==> config.mk <==
export PLATFORM = sky130hd
export DESIGN_NAME = ddc_edid_slave
export DESIGN_NICKNAME = d
export VERILOG_FILES = /design/src/rtl/ddc_pkg.sv /design/src/rtl/ddc_bus_sync.sv /design/src/rtl/ddc_ram.sv /design/src/rtl/ddc_slave_fsm.sv /design/src/rtl/ddc_edid_slave.sv
export SDC_FILE = /design/constraint.sdc
export NUM_CORES = 2
export LEC_CHECK = 0
export BUFFER_PORTS_ARGS = -buffer_cell sky130_fd_sc_hd__buf_2
export CORE_MARGIN = 2
export CORE_UTILIZATION = 40
export DETAILED_ROUTE_END_ITERATION = 6
export GPL_TIMING_DRIVEN = 1
export PLACE_DENSITY_LB_ADDON = 0.08
export SETUP_SLACK_MARGIN = 0.15
export SLEW_MARGIN = 15
export SYNTH_ARGS = -nofsm -noshare
export SYNTH_HDL_FRONTEND = slang
export SYNTH_HIERARCHICAL = 1
export SYNTH_SLANG_ARGS = --single-unit
export TNS_END_PERCENT = 20
==> constraint.sdc <==
create_clock -name clk -period 6.1 [get_ports clk]
set_input_delay 1.22 -clock clk [delete_from_list [all_inputs] [get_ports clk]]
set_output_delay 1.22 -clock clk [all_outputs]
set_load 0.01 [all_outputs]
==> src/rtl/ddc_pkg.sv <==
package ddc_pkg;
  localparam int PTR_W = 8;
  localparam int BYTE_W = 8;

  typedef enum logic [2:0] {
    ST_IDLE, ST_ADDR, ST_ADDR_ACK, ST_WR, ST_WR_ACK, ST_RD, ST_RD_ACK, ST_WAIT
  } slv_state_e;

  // Compare the received address with the programmed one at the chosen width.
  function automatic logic addr_hit(input logic [6:0] rx, input logic [6:0] own,
                                    input logic [1:0] len);
    case (len)
      2'b10:   return rx[6:2] == own[6:2];
      2'b01:   return rx[6:1] == own[6:1];
      default: return rx == own;
    endcase
  endfunction

  // Pointer value after folding into the lower half when that mode is on.
  function automatic logic [PTR_W-1:0] ptr_fold(input logic [PTR_W-1:0] v, input logic lo);
    return lo ? {1'b0, v[PTR_W-2:0]} : v;
  endfunction

  // Next pointer value, modulo the active window.
  function automatic logic [PTR_W-1:0] ptr_step(input logic [PTR_W-1:0] p, input logic lo);
    logic [PTR_W-1:0] n;
    n = p + 1'b1;
    return ptr_fold(n, lo);
  endfunction

  // Write permission for a location from the two half enables.
  function automatic logic wr_allowed(input logic [PTR_W-1:0] a, input logic wl, input logic wh);
    return a[PTR_W-1] ? wh : wl;
  endfunction
endpackage

==> src/rtl/ddc_bus_sync.sv <==
module ddc_bus_sync #(
  parameter int STAGES = 2
) (
  input  logic clk,
  input  logic rst_n,
  input  logic scl_i,
  input  logic sda_i,
  output logic scl_s,
  output logic sda_s,
  output logic scl_rise,
  output logic scl_fall,
  output logic ev_start,
  output logic ev_stop
);
  logic [STAGES-1:0] scl_q, sda_q;
  logic scl_d, sda_d;

  generate
    if (STAGES == 1) begin : g_one
      always_ff @(posedge clk or negedge rst_n) begin
        if (!rst_n) begin
          scl_q <= '1;
          sda_q <= '1;
        end else begin
          scl_q <= scl_i;
          sda_q <= sda_i;
        end
      end
    end else begin : g_chain
      always_ff @(posedge clk or negedge rst_n) begin
        if (!rst_n) begin
          scl_q <= '1;
          sda_q <= '1;
        end else begin
          scl_q <= {scl_q[STAGES-2:0], scl_i};
          sda_q <= {sda_q[STAGES-2:0], sda_i};
        end
      end
    end
  endgenerate

  always_ff @(posedge clk or negedge rst_n) begin
    if (!rst_n) begin
      scl_d <= 1'b1;
      sda_d <= 1'b1;
    end else begin
      scl_d <= scl_s;
      sda_d <= sda_s;
    end
  end

  assign scl_s    = scl_q[STAGES-1];
  assign sda_s    = sda_q[STAGES-1];
  assign scl_rise = scl_s & ~scl_d;
  assign scl_fall = ~scl_s & scl_d;
  assign ev_start = scl_s & scl_d & sda_d & ~sda_s;
  assign ev_stop  = scl_s & scl_d & ~sda_d & sda_s;
endmodule

==> src/rtl/ddc_ram.sv <==
module ddc_ram #(
  parameter int AW = 8,
  parameter int DW = 8
) (
  input  logic          clk,
  input  logic          host_we,
  input  logic [AW-1:0] host_addr,
  input  logic [DW-1:0] host_wdata,
  output logic [DW-1:0] host_rdata,
  input  logic          slv_we,
  input  logic [AW-1:0] slv_waddr,
  input  logic [DW-1:0] slv_wdata,
  input  logic [AW-1:0] slv_raddr,
  output logic [DW-1:0] slv_rdata
);
  localparam int DEPTH = 1 << AW;
  logic [DW-1:0] mem [DEPTH];

  // Host port takes priority on a same-cycle collision.
  always_ff @(posedge clk) begin
    if (host_we) mem[host_addr] <= host_wdata;
    else if (slv_we) mem[slv_waddr] <= slv_wdata;
  end

  assign host_rdata = mem[host_addr];
  assign slv_rdata  = mem[slv_raddr];
endmodule

==> src/rtl/ddc_slave_fsm.sv <==
module ddc_slave_fsm
  import ddc_pkg::*;
(
  input  logic              clk,
  input  logic              rst_n,
  input  logic              cfg_en,
  input  logic [6:0]        cfg_addr,
  input  logic [1:0]        cfg_len,
  input  logic              cfg_wen_lo,
  input  logic              cfg_wen_hi,
  input  logic              cfg_lo_only,
  input  logic              sda_s,
  input  logic              scl_rise,
  input  logic              scl_fall,
  input  logic              ev_start,
  input  logic              ev_stop,
  input  logic [BYTE_W-1:0] rd_data,
  output logic              sda_oe,
  output logic [PTR_W-1:0]  rd_addr,
  output logic              wr_en,
  output logic [PTR_W-1:0]  wr_addr,
  output logic [BYTE_W-1:0] wr_data,
  output logic              ev_addr_hit,
  output logic              ev_wstop,
  output logic              ev_rstart
);
  slv_state_e        state;
  logic [3:0]        bitcnt;
  logic [BYTE_W-1:0] shreg, txreg;
  logic [PTR_W-1:0]  ptr, ptr_eff;
  logic              rnw, first_byte, wr_txn, master_ack, bus_busy;

  assign ptr_eff = ptr_fold(ptr, cfg_lo_only);
  assign rd_addr = ptr_eff;

  always_ff @(posedge clk or negedge rst_n) begin
    if (!rst_n) begin
      state       <= ST_IDLE;
      bitcnt      <= '0;
      shreg       <= '0;
      txreg       <= '0;
      ptr         <= '0;
      rnw         <= 1'b0;
      first_byte  <= 1'b0;
      wr_txn      <= 1'b0;
      master_ack  <= 1'b0;
      bus_busy    <= 1'b0;
      sda_oe      <= 1'b0;
      wr_en       <= 1'b0;
      wr_addr     <= '0;
      wr_data     <= '0;
      ev_addr_hit <= 1'b0;
      ev_wstop    <= 1'b0;
      ev_rstart   <= 1'b0;
    end else begin
      wr_en       <= 1'b0;
      ev_addr_hit <= 1'b0;
      ev_wstop    <= 1'b0;
      ev_rstart   <= 1'b0;
      if (ev_start) begin
        ev_rstart <= bus_busy;
        bus_busy  <= 1'b1;
        state     <= ST_ADDR;
        bitcnt    <= '0;
        sda_oe    <= 1'b0;
        wr_txn    <= 1'b0;
      end else if (ev_stop) begin
        ev_wstop <= wr_txn;
        bus_busy <= 1'b0;
        state    <= ST_IDLE;
        sda_oe   <= 1'b0;
        wr_txn   <= 1'b0;
      end else begin
        case (state)
          ST_ADDR: begin
            if (scl_rise) begin
              shreg  <= {shreg[BYTE_W-2:0], sda_s};
              bitcnt <= bitcnt + 1'b1;
            end else if (scl_fall && bitcnt == 4'd8) begin
              if (cfg_en && addr_hit(shreg[7:1], cfg_addr, cfg_len)) begin
                sda_oe      <= 1'b1;
                rnw         <= shreg[0];
                ev_addr_hit <= 1'b1;
                state       <= ST_ADDR_ACK;
              end else begin
                state <= ST_IDLE;
              end
            end
          end
          ST_ADDR_ACK: begin
            if (scl_fall) begin
              bitcnt <= '0;
              if (rnw) begin
                txreg  <= rd_data;
                sda_oe <= ~rd_data[BYTE_W-1];
                state  <= ST_RD;
              end else begin
                sda_oe     <= 1'b0;
                first_byte <= 1'b1;
                wr_txn     <= 1'b1;
                state      <= ST_WR;
              end
            end
          end
          ST_WR: begin
            if (scl_rise) begin
              shreg  <= {shreg[BYTE_W-2:0], sda_s};
              bitcnt <= bitcnt + 1'b1;
            end else if (scl_fall && bitcnt == 4'd8) begin
              sda_oe <= 1'b1;
              state  <= ST_WR_ACK;
              if (first_byte) begin
                ptr        <= ptr_fold(shreg, cfg_lo_only);
                first_byte <= 1'b0;
              end else begin
                if (wr_allowed(ptr_eff, cfg_wen_lo, cfg_wen_hi)) begin
                  wr_en   <= 1'b1;
                  wr_addr <= ptr_eff;
                  wr_data <= shreg;
                end
                ptr <= ptr_step(ptr_eff, cfg_lo_only);
              end
            end
          end
          ST_WR_ACK: begin
            if (scl_fall) begin
              sda_oe <= 1'b0;
              bitcnt <= '0;
              state  <= ST_WR;
            end
          end
          ST_RD: begin
            if (scl_fall) begin
              if (bitcnt == 4'd7) begin
                sda_oe <= 1'b0;
                bitcnt <= '0;
                ptr    <= ptr_step(ptr_eff, cfg_lo_only);
                state  <= ST_RD_ACK;
              end else begin
                txreg  <= {txreg[BYTE_W-2:0], 1'b0};
                sda_oe <= ~txreg[BYTE_W-2];
                bitcnt <= bitcnt + 1'b1;
              end
            end
          end
          ST_RD_ACK: begin
            if (scl_rise) begin
              master_ack <= ~sda_s;
            end else if (scl_fall) begin
              if (master_ack) begin
                txreg  <= rd_data;
                sda_oe <= ~rd_data[BYTE_W-1];
                bitcnt <= '0;
                state  <= ST_RD;
              end else begin
                state <= ST_WAIT;
              end
            end
          end
          default: ;
        endcase
      end
    end
  end
endmodule

==> src/rtl/ddc_edid_slave.sv <==
module ddc_edid_slave
  import ddc_pkg::*;
#(
  parameter int SYNC_STAGES = 2
) (
  input  logic              clk,
  input  logic              rst_n,
  input  logic              scl_i,
  input  logic              sda_i,
  output logic              sda_oe,
  input  logic              cfg_slave_en,
  input  logic [6:0]        cfg_addr,
  input  logic [1:0]        cfg_addr_len,
  input  logic              cfg_wen_lo,
  input  logic              cfg_wen_hi,
  input  logic              cfg_lo_only,
  input  logic              cfg_irq_wstop_en,
  input  logic              cfg_irq_rstart_en,
  output logic              irq_wstop,
  output logic              irq_rstart,
  input  logic              host_we,
  input  logic [PTR_W-1:0]  host_addr,
  input  logic [BYTE_W-1:0] host_wdata,
  output logic [BYTE_W-1:0] host_rdata
);
  logic scl_s, sda_s, scl_rise, scl_fall, ev_start, ev_stop;
  logic ev_addr_hit, ev_wstop, ev_rstart;
  logic slv_we;
  logic [PTR_W-1:0]  slv_waddr, slv_raddr;
  logic [BYTE_W-1:0] slv_wdata, slv_rdata;

  ddc_bus_sync #(.STAGES(SYNC_STAGES)) u_sync (
    .clk(clk), .rst_n(rst_n), .scl_i(scl_i), .sda_i(sda_i),
    .scl_s(scl_s), .sda_s(sda_s), .scl_rise(scl_rise), .scl_fall(scl_fall),
    .ev_start(ev_start), .ev_stop(ev_stop)
  );

  ddc_slave_fsm u_fsm (
    .clk(clk), .rst_n(rst_n),
    .cfg_en(cfg_slave_en), .cfg_addr(cfg_addr), .cfg_len(cfg_addr_len),
    .cfg_wen_lo(cfg_wen_lo), .cfg_wen_hi(cfg_wen_hi), .cfg_lo_only(cfg_lo_only),
    .sda_s(sda_s), .scl_rise(scl_rise), .scl_fall(scl_fall),
    .ev_start(ev_start), .ev_stop(ev_stop), .rd_data(slv_rdata),
    .sda_oe(sda_oe), .rd_addr(slv_raddr),
    .wr_en(slv_we), .wr_addr(slv_waddr), .wr_data(slv_wdata),
    .ev_addr_hit(ev_addr_hit), .ev_wstop(ev_wstop), .ev_rstart(ev_rstart)
  );

  ddc_ram #(.AW(PTR_W), .DW(BYTE_W)) u_ram (
    .clk(clk),
    .host_we(host_we), .host_addr(host_addr), .host_wdata(host_wdata),
    .host_rdata(host_rdata),
    .slv_we(slv_we), .slv_waddr(slv_waddr), .slv_wdata(slv_wdata),
    .slv_raddr(slv_raddr), .slv_rdata(slv_rdata)
  );

  always_ff @(posedge clk or negedge rst_n) begin
    if (!rst_n) begin
      irq_wstop  <= 1'b0;
      irq_rstart <= 1'b0;
    end else begin
      irq_wstop  <= ev_wstop & cfg_irq_wstop_en;
      irq_rstart <= ev_rstart & cfg_irq_rstart_en;
    end
  end
endmodule

==> results.yml <==
status:
  status: "complete, no violations"
power:
  swShare_pct: 22.88
  power_density_nw_per_um2: 279.6
  p_int_w: 0.02451
  switchingPower_w: 0.007273
  p_clk_share_pct: 43.8
  p_leak_nw: 35.03
  finalPower_w: 0.03178
  seq_power_share_pct: 50.3
  comb_power_share_pct: 5.9
  peakVddDrop_uv: 308.4
cells_and_area:
  drive_gt1_share_pct: 34.26
  finalNetCount: 5648
  fin_area_um2: 113700
  stdcell_count: 9128
  n_fill_cell: 20950
  area_growth_pct: 14.48
routing:
  vias: 58680
  wirelength_mm: 346.0
  drtIter0Drc: 8206
  antenna_left: 0
  dr.pass1.iters: 5
  routedWlPerCell_um: 37.90
  vias_per_cell: 6.429
  drcViolationCount: 0
die:
  pin_count: 47
  dieArea_um2: 252200
  row_count: 182
  die_h_um: 502.2
  core_area_um2: 246400
  start_util_pct: 40.30
  dieWidth_um: 502.2
yosys:
  synth_area_um2: 99300
  yosysWarnings: 6
  synth_fp_nets: 5291
  netlist_instances: 5250
  postSynthAreaPerCell_um2: 18.91
sta:
  rsz0062_at_grt: "true"
  relSlewSlack_pct: 16.07
  clock.fmax_ghz: 0.1665
  tightest_slew_ns: 1.251
  post-route-period-util_pct: 98.47
  tns_ns: 0
  finalWorstSetupSlack_ns: 0.09336
  setup_violations: 0
  slew_violations: 0
  finalHoldViolCount: 0
  finalCriticalPeriod_ns: 6.007
  finClkSkew_ns: 0.06410
clock_network:
  clk_latency_ns: 0.90
  clkTransAtPathRegs_ns: 0.05
  cts_sinks: 2111
  htreeDepth: 4
  ctsLongestPathBuffers: 3
  cts_buffers: 231
  cts_root_buf: "clkbuf_16"
  ctsHoldBuffers: 0
  cts_tree: "built"
worst_setup_path:
  cp_max_fo: 33
  ff2ff_path_depth: 10
  worst-r2r-setup-slack_ns: 1.06
  path_class: "input pin to primary output"
  cp.required_ns: 4.88
  critPathArrivalTime_ns: 4.79
  end_kind: "primary output"
  cp-start-kind: "input pin"
placement:
  gp_congestion: 0.9438
  pre_cts_ws_ns: -0.4240
  dp_cells: 8686
  placed_cell_area_um2: 106000
  io_buffer_count: 46
  place_hpwl_mm: 236.2
grt:
  grt_pass1_vias: 59040
  globalRouteTotalUtil_pct: 27.41
  overflow: 0
  grt_start_max_net_pins: 129
  grt_pass1_wl_mm: 480.2
  antenna_found_initial: 19
hold_path:
  holdPathStages: 0
  hp-class: "flop to flop"
job:
  cap_violations: 0
## timing repair
action,4_1_cts,5_1_grt
gates resized for setup,17,2
setup endpoints to repair,7,4
gates cloned,0,0
hold endpoints to repair,0,0
buffers inserted,0,0
## flip-flops by register name, indices dropped and copies added, names as in the netlist, 2 cells and up
register       flops
u_fsm/wr_data      8
u_fsm/shreg        8
u_fsm/ptr          8
u_fsm/wr_addr      8
u_sync/scl_q       2
u_sync/sda_q       2
u_ram/mem       2048
u_fsm/state        3
u_fsm/txreg        7
u_fsm/bitcnt       4
## cell usage in the layout, fill, tap and decap left out, types with 9 or more instances in the layout
cell type and n:
a21oi_1 80, nand3b_1 15, a22oi_1 31, a22o_1 97, clkinv_2 48, nand2b_1 15, nand3_2 15, inv_1 16
a211oi_1 64, buf_4 443, buf_2 42, a221oi_1 102, dfrtp_1 52, mux2_2 34, o31ai_1 10, clkbuf_16 231
clkinv_16 9, edfxtp_1 2048, nor2b_1 13, mux2i_1 283, o22ai_1 121, nor4_1 9, o21ai_1 9, clkbuf_1 51
or2_2 19, nor3_1 28, nand3_1 15, nor2_1 304, buf_12 66, o221ai_1 75, mux2_4 9, mux4_2 956
and2_1 20, a211oi_2 10, a31oi_1 9, o21ai_0 43, nand2_1 143, bufinv_16 20, clkinv_1 56
## power groups by stage
stage	Combinational [W]	Clock, W	Sequential, W
finish	0.00188	0.0139	0.0160
global route	0.00195	0.0148	0.0160
CTS	0.00186	0.0142	0.0160
detailed placement	0.00185	0	0.0163
global placement	0.00184	0	0.0163
floorplan	0.000947	0	0.0163
## worst max-delay path, stage by stage
cell and delay (ns):
buf_4 0.58, nand2b_2 0.17, buf_12 0.22, buf_4 0.17, o221ai_1 0.25, o21ai_0 0.15, a211oi_1 0.50, buf_4 0.26
a211oi_1 0.07, buf_4 0.19, a211oi_1 0.55, buf_4 0.24, buf_2 0.13
## worst paths after layout
path | from | to
min in group asynchronous | rst_n | u_fsm/bitcnt[2]
hold / removal | u_sync/sda_q[0] | u_sync/sda_q[1]
setup / recovery | host_addr[2] | host_rdata[0]
hold reg to reg | u_sync/sda_q[0] | u_sync/sda_q[1]
setup reg to reg | u_fsm/ptr[2] | u_fsm/txreg[5]
max in group asynchronous | rst_n | u_fsm/ptr[4]
## final cells by class
cell class	instances	area [um^2]	share of cell area, %
flip-flops and latches	2111	63100	55.51
multi-input cells	2693	33920	29.84
clock buffers	289	6068	5.338
repair buffers	552	4872	4.286
well taps	3312	4144	3.645
clock inverters	148	1485	1.307
inverters	18	67.56	0.05944
diodes	5	12.51	0.01101
## stage by stage
stage / util, % / hold WS, ns
6_report: 46.14 / 0.3544
5_1_grt: 46.13 / 0.3602
4_1_cts: 46.12 / 0.3560
3_5_place_dp: 43.02 / 0.3475
3_3_place_gp: 43.02 / 0.3467
2_1_floorplan: - / 0.3452
## per-layer routing
metal	track usage (%)	vias up	wire length (um)
met5	0	-	34
li1	-	23340	-
met1	38.83	32050	143800
met4	8.888	6	12510
met2	42.10	2761	159000
met3	6.110	521	30620
Power figures use the tool's default switching activity.
